<file path="src/rtl/gpio32_pkg.sv">
package gpio32_pkg;

    localparam int PORT_W   = 32;
    localparam int BYTE_W   = 8;
    localparam int HALF_W   = 16;
    localparam int NBYTES   = PORT_W / BYTE_W;
    localparam int ADDR_W   = 3;
    localparam int SYNC_LEN = 2;

    typedef enum logic [1:0] {
        SZ_BYTE = 2'd0,
        SZ_HALF = 2'd1,
        SZ_WORD = 2'd2,
        SZ_RSVD = 2'd3
    } acc_size_e;

    typedef struct packed {
        logic              legal;
        logic              pin_sel;
        logic              upper;
        logic [1:0]        lane;
        logic [NBYTES-1:0] be;
        acc_size_e         size;
    } acc_dec_t;

    // Byte lane 3 is bits 31..24: the lowest byte address maps to the most
    // significant byte of the register pair.
    function automatic acc_dec_t decode_access(logic [ADDR_W-1:0] addr, acc_size_e size);
        acc_dec_t d;
        d         = '0;
        d.size    = size;
        d.pin_sel = addr[2];
        d.upper   = ~addr[1];
        d.lane    = 2'd3 - addr[1:0];
        unique case (size)
            SZ_BYTE: begin
                d.legal = 1'b1;
                d.be    = NBYTES'(1) << d.lane;
            end
            SZ_HALF: begin
                d.legal = ~addr[0];
                d.be    = addr[1] ? 4'b0011 : 4'b1100;
            end
            SZ_WORD: begin
                d.legal = (addr[1:0] == 2'b00);
                d.be    = 4'b1111;
            end
            default: begin
                d.legal = 1'b0;
                d.be    = '0;
            end
        endcase
        if (!d.legal) d.be = '0;
        return d;
    endfunction

    function automatic logic [PORT_W-1:0] align_wdata(acc_size_e size, logic [PORT_W-1:0] w);
        unique case (size)
            SZ_BYTE: return {NBYTES{w[BYTE_W-1:0]}};
            SZ_HALF: return {2{w[HALF_W-1:0]}};
            default: return w;
        endcase
    endfunction

    function automatic logic [PORT_W-1:0] extract_rdata(acc_dec_t d, logic [PORT_W-1:0] raw);
        logic [PORT_W-1:0] sh;
        sh = raw >> {d.lane, 3'b000};
        if (!d.legal) return '0;
        unique case (d.size)
            SZ_BYTE: return {{(PORT_W-BYTE_W){1'b0}}, sh[BYTE_W-1:0]};
            SZ_HALF: return d.upper ? {{(PORT_W-HALF_W){1'b0}}, raw[PORT_W-1:HALF_W]}
                                    : {{(PORT_W-HALF_W){1'b0}}, raw[HALF_W-1:0]};
            default: return raw;
        endcase
    endfunction

endpackage

</file>
<file path="src/rtl/gpio32_sync.sv">
module gpio32_sync #(
    parameter int W      = 32,
    parameter int STAGES = 2
) (
    input  logic         clk,
    input  logic         rst,
    input  logic [W-1:0] d,
    output logic [W-1:0] q
);
    logic [STAGES-1:0][W-1:0] stage;

    always_ff @(posedge clk) begin
        if (rst) stage[0] <= '0;
        else     stage[0] <= d;
    end

    for (genvar s = 1; s < STAGES; s++) begin : g_stage
        always_ff @(posedge clk) begin
            if (rst) stage[s] <= '0;
            else     stage[s] <= stage[s-1];
        end
    end

    assign q = stage[STAGES-1];
endmodule

</file>
<file path="src/rtl/gpio32_datareg.sv">
module gpio32_datareg #(
    parameter int W  = 32,
    parameter int BW = 8,
    localparam int NB = W / BW
) (
    input  logic          clk,
    input  logic          clr,
    input  logic          we,
    input  logic [NB-1:0] be,
    input  logic [W-1:0]  wval,
    output logic [W-1:0]  q
);
    for (genvar b = 0; b < NB; b++) begin : g_byte
        always_ff @(posedge clk) begin
            if (clr)             q[b*BW +: BW] <= '0;
            else if (we && be[b]) q[b*BW +: BW] <= wval[b*BW +: BW];
        end
    end
endmodule

</file>
<file path="src/rtl/gpio32_rdpath.sv">
module gpio32_rdpath
    import gpio32_pkg::*;
(
    input  acc_dec_t          dec,
    input  logic [PORT_W-1:0] dreg,
    input  logic [PORT_W-1:0] pins,
    input  logic [PORT_W-1:0] dir,
    output logic [PORT_W-1:0] rd_next
);
    logic [PORT_W-1:0] data_view;
    logic [PORT_W-1:0] raw;

    always_comb begin
        data_view = (dir & dreg) | (~dir & pins);
        raw       = dec.pin_sel ? pins : data_view;
        rd_next   = extract_rdata(dec, raw);
    end
endmodule

</file>
<file path="src/rtl/gpio32_port.sv">
module gpio32_port
    import gpio32_pkg::*;
(
    input  logic                 clk,
    input  logic                 por_rst,
    input  logic                 man_rst,
    input  logic                 bus_req,
    input  logic                 bus_wr,
    input  logic [ADDR_W-1:0]    bus_addr,
    input  logic [1:0]           bus_size,
    input  logic [PORT_W-1:0]    bus_wdata,
    output logic [PORT_W-1:0]    bus_rdata,
    input  logic [PORT_W-1:0]    pin_dir,
    input  logic [PORT_W-1:0]    pin_in,
    output logic [PORT_W-1:0]    pin_out,
    output logic [PORT_W-1:0]    pin_oe
);
    acc_dec_t          dec;
    logic              wr_en;
    logic [PORT_W-1:0] wval;
    logic [PORT_W-1:0] dreg;
    logic [PORT_W-1:0] pin_sync;
    logic [PORT_W-1:0] rd_next;

    always_comb begin
        dec   = decode_access(bus_addr, acc_size_e'(bus_size));
        wr_en = bus_req & bus_wr & dec.legal & ~dec.pin_sel;
        wval  = align_wdata(dec.size, bus_wdata);
    end

    gpio32_datareg #(.W(PORT_W), .BW(BYTE_W)) u_dreg (
        .clk  (clk),
        .clr  (por_rst),
        .we   (wr_en),
        .be   (dec.be),
        .wval (wval),
        .q    (dreg)
    );

    gpio32_sync #(.W(PORT_W), .STAGES(SYNC_LEN)) u_sync (
        .clk (clk),
        .rst (por_rst),
        .d   (pin_in),
        .q   (pin_sync)
    );

    gpio32_rdpath u_rd (
        .dec     (dec),
        .dreg    (dreg),
        .pins    (pin_sync),
        .dir     (pin_dir),
        .rd_next (rd_next)
    );

    always_ff @(posedge clk) begin
        if (por_rst || man_rst)      bus_rdata <= '0;
        else if (bus_req && !bus_wr) bus_rdata <= rd_next;
        else                         bus_rdata <= '0;
    end

    assign pin_out = dreg & pin_dir;
    assign pin_oe  = pin_dir;
endmodule

</file>
<file path="config.mk">
export PLATFORM = sky130hd
export DESIGN_NAME = gpio32_port
export DESIGN_NICKNAME = d
export VERILOG_FILES = /design/src/rtl/gpio32_pkg.sv /design/src/rtl/gpio32_sync.sv /design/src/rtl/gpio32_datareg.sv /design/src/rtl/gpio32_rdpath.sv /design/src/rtl/gpio32_port.sv
export SDC_FILE = /design/constraint.sdc
export NUM_CORES = 1
export LEC_CHECK = 0
export BUFFER_PORTS_ARGS = -buffer_cell sky130_fd_sc_hd__buf_4
export CORE_AREA = 5 5 111 113
export CTS_CLUSTER_DIAMETER = 80
export CTS_CLUSTER_SIZE = 10
export DETAILED_ROUTE_END_ITERATION = 7
export DIE_AREA = 0 0 116 118
export MAX_ROUTING_LAYER = met4
export PLACE_DENSITY = 0.8
export SLEW_MARGIN = 20
export SYNTH_ARGS = -nofsm -noshare
export SYNTH_HDL_FRONTEND = slang
export SYNTH_SLANG_ARGS = --single-unit
</file>
<file path="constraint.sdc">
create_clock -name clk -period 3.3 [get_ports clk]
set_input_delay 0.165 -clock clk [delete_from_list [all_inputs] [get_ports clk]]
set_output_delay 0.165 -clock clk [all_outputs]
set_load 0.02 [all_outputs]
</file>
== Word-level counts from Yosys, hierarchy flattened ==
Cells that the tools add are included.
Storage, ports and cells
  word-level logic and storage cells: 41
  register bits after elaboration: 128
  output and inout bits: 96
  input port bits: 106
Cells by class
  multiplexer cells: 8
  shift operators: 2
  bitwise operators: 11
  equal/unequal tests: 2
  add/subtract/negate cells: 1
  reductions and logical operators: 10
Operator list (number)
  $pmux 32 s2: 2
  $and 32x32->32: 2
  $mux 32: 1
  $not 32->32: 1
  $or 32x32->32: 1
  $shr 32x5->8: 1
  $mux 16: 1
  $pmux 4 s3: 1
  $mux 4: 2
  $logic_and 1x1->1: 5
  $logic_not 2->1: 2
  $not 1->1: 4
  $shl 1x2->4 const A: 1
  $and 1x1->1: 3
  $pmux 1 s3: 1
  $reduce_or 3->1: 1
  $eq 2x1->1 const B: 1
  $eq 2x2->1 const B: 1
  $sub 2x2->2 const A: 1
  $logic_not 1->1: 1
  $logic_or 1x1->1: 1

== Logic depth before layout (Yosys ltp) ==
  word-level depth: 6
  depth in mapped cells: 7
  depth with buffers taken out: 4

== Cells and area by module ==
A second synthesis with hierarchy kept.
Second synthesis, totals
  cell total of the unflattened synthesis: 667
  area, all modules: 6726.5 um^2
By module, submodules not included
  gpio32_sync: area each 2158.3 um^2, cells each 167, seq. area each 1281.2 um^2, instances 1
  gpio32_port: area each 1831.8 um^2, cells each 193, seq. area each 640.6 um^2, instances 1
  gpio32_datareg: area each 1463.9 um^2, cells each 146, seq. area each 640.6 um^2, instances 1
  gpio32_rdpath: area each 1272.5 um^2, cells each 161, seq. area each 0.0 um^2, instances 1

== Worst setup path before layout ==
Ideal clock, no wire load.
  kind: in2reg
  start point: input bus_size[0]
  end point: register u_dreg.q[13]
  path slack: 1747 ps
  setup time: 88 ps
  stages on the path: 6
  required time: 3212 ps
  buffers on the path: 2
  data arrival time: 1465 ps
  path through: buf_4 -> or3b_4 -> a211oi_4 -> buf_6 -> nor2_1 -> a311oi_2
On the way
  longest elaborated chain between the ends: 5
  elaborated cells between the ends (all ways): 10
  classes of those cells: eq/ne (2); mux (4); bitwise (2); reduce/logical (2)
Ends and longest elaborated chain
  start: declaration: RTL line gpio32_port.sv:10  | input logic [1:0] bus_size,
  $eq 2x2->1 (tied with other cells): RTL line gpio32_pkg.sv:35  | unique case (size)
  $pmux 1 s3: RTL line gpio32_pkg.sv:35
  $and 1x1->1 (2 in a row): RTL line gpio32_port.sv:27  | wr_en = bus_req & bus_wr & dec.legal & ~dec.pin_sel;
  $logic_and 1x1->1: RTL line gpio32_datareg.sv:16  | else if (we && be[b]) q[b*BW +: BW] <= wval[b*BW +: BW];
  end signal: indexed assignment: RTL line gpio32_datareg.sv:16
  end: declaration: RTL line gpio32_datareg.sv:11  | output logic [W-1:0] q
Parallel ways exist; a longest one is shown, timed or not.
A chain may end at the register's enable or synchronous reset.

== Worst setup path in the final report ==
  start point: input bus_size[1]
  end point: register u_dreg.q[12]
Same word-level chain as after synthesis.

==> flow_metrics.py <==
metrics = {
    "sta": {
        "tns_ns": 0,
        "worstMarginPinSlew_ns": 0.7816,
        "period_minus_slack_ns": 1.780,
        "hold_viol_final": 0,
        "drv_slew": 0,
        "fmax_mhz": 561.8,
        "setup_viol": 0,
        "rsz0062_at_grt": "no",
        "timing.final.crit_share_pct": 53.94,
        "slew_headroom_pct": 47.89,
        "finClkSkew_ns": 0.004653,
    },
    "power": {
        "switching_share_pct": 21.96,
        "power_uw": 4009,
        "pwr-share-seq_pct": 40.0,
        "p_leak_uw": 0.003342,
        "p_sw_uw": 880.2,
        "intPower_uw": 3129,
        "clockPowerShare_pct": 49.5,
        "vdd_drop_max_mv": 0.2596,
        "pwr-share-comb_pct": 10.5,
        "p_per_area_nw_per_um2": 517.0,
    },
    "routing": {
        "drt_first_iter_violations": 296,
        "wl_per_cell_um": 17.14,
        "drcViolationCount": 0,
        "wl_mm": 15.56,
        "vias": 4638,
        "viasPerCell": 5.108,
        "postRouteAntennaNets": 0,
        "detailedRoute.firstPassIterationCount": 5,
    },
    "yosys": {
        "yosysSeqAreaShare_pct": 46.65,
        "yosysTopAreaCellShare_pct": 46.65,
        "syn_area_sq_um": 5493,
        "ys.flop_type": "dfxtp_1",
        "synth_top_area_cell": "dfxtp_1",
        "synth_area_leaders": "dfxtp_1 47%, mux2i_1 8.9%, nor2b_1 8.1%",
        "async_flop_share_pct": 0,
        "synth_edf_count": 0,
        "yosysWarnings": 0,
        "avgSynthCellArea_sq_um": 9.791,
        "synth.distinct_cells": 39,
        "synth_common_cells": "128 x dfxtp_1, 71 x nor2b_1, 49 x mux2i_1, 49 x nand2b_1, 37 x buf_4",
        "synthCells": 561,
        "synth_seq_cells": 128,
        "synth.most_common_cell": "dfxtp_1",
        "synth_fp_nets": 667,
    },
    "critical_path": {
        "crit_fanout": 52,
        "path_class": "input pin to flip-flop",
        "slowest_delay_ns": 0.62,
        "cp_num_cells": 5,
        "endpoint": "u_dreg.q[12]",
        "crit_family": "compound AO/OA/AOI/OAI gates",
        "reg2reg_slack_ns": 2.10,
        "slowest_stage": "a211oi_4",
        "crit_buf_inv": 1,
        "cp_cell_sequence": "buf_4 > or3b_4 > a211oi_4 > nor2_1 > a311oi_1",
        "startpoint": "bus_size[1]",
        "worstRegToRegCells": 3,
        "worstPathArrival_ns": 2.09,
        "end_kind": "flip-flop",
        "worstSetupStartpointType": "input pin",
        "timing.rr.start": "u_dreg.q[10]",
        "worst_r2r_endpoint": "bus_rdata[2]",
        "cp.required_ns": 3.61,
    },
    "final_layout": {
        "design_area_sq_um": 7754,
        "drive_gt1_share_pct": 33.73,
        "final_nets": 858,
        "synthToLayoutAreaGrowth_pct": 41.16,
        "antenna_cells": 0,
        "nFillCells": 869,
    },
    "cts": {
        "cts_buffers": 17,
        "cts_tree": "done",
        "clock_latency_ns": 0.41,
        "htreeDepth": 4,
        "clk_pin_slew_ns": 0.05,
        "clock_path_buffers": 2,
        "cts-root-buf": "clkbuf_16",
        "clock-sinks": 128,
    },
    "worst_hold_path": {
        "hp-class": "input pin to flip-flop",
    },
    "global_route": {
        "overflow": 0,
        "globalRoute.busiestLayer": "met2",
        "antenna_found_initial": 0,
        "met1_usage_pct": 29.03,
        "globalRouteTotalUtil_pct": 23.21,
        "grt.met2_usage_pct": 36.04,
        "grtUsageMet3_pct": 5.913,
        "grt_pass1_vias": 4737,
        "grt_pass1_wl_mm": 24.18,
        "grt_max_degree": 54,
    },
    "placed_design": {
        "hpwlAfterDp_mm": 11.33,
        "placedInstanceArea_sq_um": 6797,
        "gp_congestion": 0.8779,
        "port_buffers": 201,
    },
    "floorplanning": {
        "die_y_um": 118,
        "ios": 202,
        "num_rows": 39,
        "die_w_um": 116,
        "core-area_sq_um": 11220,
        "fp.dieArea_sq_um": 13690,
        "initial_core_util_pct": 48.94,
    },
    "flow_run": {
        "max_cap_viol_count": 0,
    },
    "run_status": {
        "status": "finished, final reports clean",
    },
}
[cell type report]
class,instances,area (sq um),area share [%]
Sequential cell,128,2562,33.05
Multi-Input combinational cell,370,2539,32.74
Timing Repair Buffer,234,1837,23.69
Clock buffer,23,478.0,6.164
Tap cell,143,178.9,2.308
Clock inverter,9,155.1,2.001
Inverter,1,3.754,0.04841
[placed cells by master, fill, tap and decap left out, types with 2 or more instances in the layout]
cell | Yosys | layout
buf_4 | 37 | 202
dfxtp_1 | 128 | 128
nor2b_1 | 71 | 71
nand2b_1 | 49 | 49
mux2i_1 | 49 | 49
nor2_1 | 35 | 35
and2_1 | 33 | 33
dlygate4sd3_1 | 0 | 32
o21ai_0 | 24 | 24
nand2_1 | 19 | 19
a21oi_1 | 17 | 17
clkbuf_16 | 0 | 17
mux2_2 | 15 | 15
nand3_1 | 9 | 9
o22a_1 | 8 | 8
a211oi_1 | 8 | 8
a22oi_1 | 7 | 7
a311oi_1 | 6 | 6
clkinvlp_4 | 0 | 4
bufinv_16 | 0 | 4
clkbuf_1 | 19 | 3
clkbuf_8 | 0 | 3
a311oi_2 | 2 | 2
[registers in the layout (all words and copies together), names as in the netlist]
signal	flops
bus_rdata	32
u_dreg.q	32
u_sync.q	32
u_sync.stage	32
[per-layer routing]
metal / part of all wire [%] / vias to the layer above
met5: 0 / -
li1: - / 2234
met1: 41 / 2162
met2: 48 / 213
met3: 9.1 / 29
met4: 2.2 / 0
[worst register-to-register path, delay by kind of cell (launching register included)]
family	cells	cell delay (ns)
DFF	1	0.33
AOI/OAI and AO/OA	2	0.40
muxes	1	0.32
[power by group through the flow]
stage | sequential [uW] | combinational [uW] | clock, uW
2_1_floorplan | 1630 | 230 | 0
3_3_place_gp | 1630 | 379 | 0
3_5_place_dp | 1640 | 387 | 0
4_1_cts | 1600 | 420 | 2000
5_1_grt | 1610 | 451 | 2080
6_report | 1600 | 422 | 1980
[how the worst min path moves through the flow]
stage	slack, ns	start	cells past startpoint	endpoint
finish	0.06	bus_wdata[7]	3	u_dreg.q[7]
global route	0.07	bus_wdata[10]	3	u_dreg.q[10]
CTS	0.05	bus_wdata[10]	3	u_dreg.q[10]
detailed placement	0.38	pin_in[4]	2	u_sync.stage[4]
global placement	0.37	pin_in[5]	2	u_sync.stage[5]
floorplan	0.29	pin_in[0]	1	u_sync.stage[0]
[kinds of logic after synthesis]
logic type / after synthesis / share of synthesized area (%)
multiplexers: 64 / 12.00
flip-flops: 128 / 46.65
AO/OA/AOI/OAI: 79 / 10.27
buffers and inverters: 63 / 7.198
XOR/XNOR: 1 / 0.1595
AND/OR/NAND/NOR: 226 / 23.71
[metrics by stage]
step	std cells	util (%)	hold slack, ns	worst slack, ns
2_1_floorplan	561	-	0.2932	1.747
3_3_place_gp	844	60.56	0.3739	1.254
3_5_place_dp	844	60.56	0.3805	1.134
4_1_cts	908	69.05	0.05399	1.554
5_1_grt	908	69.09	0.06667	1.381
6_report	908	69.09	0.06393	1.520
[what timing repair did]
action,in CTS,in global routing
endpoints found under the hold margin,32,0
buffers inserted,0,0
hold buffers,32,0
gates resized for setup,0,0
No activity file was read; power rests on OpenSTA's default activity.
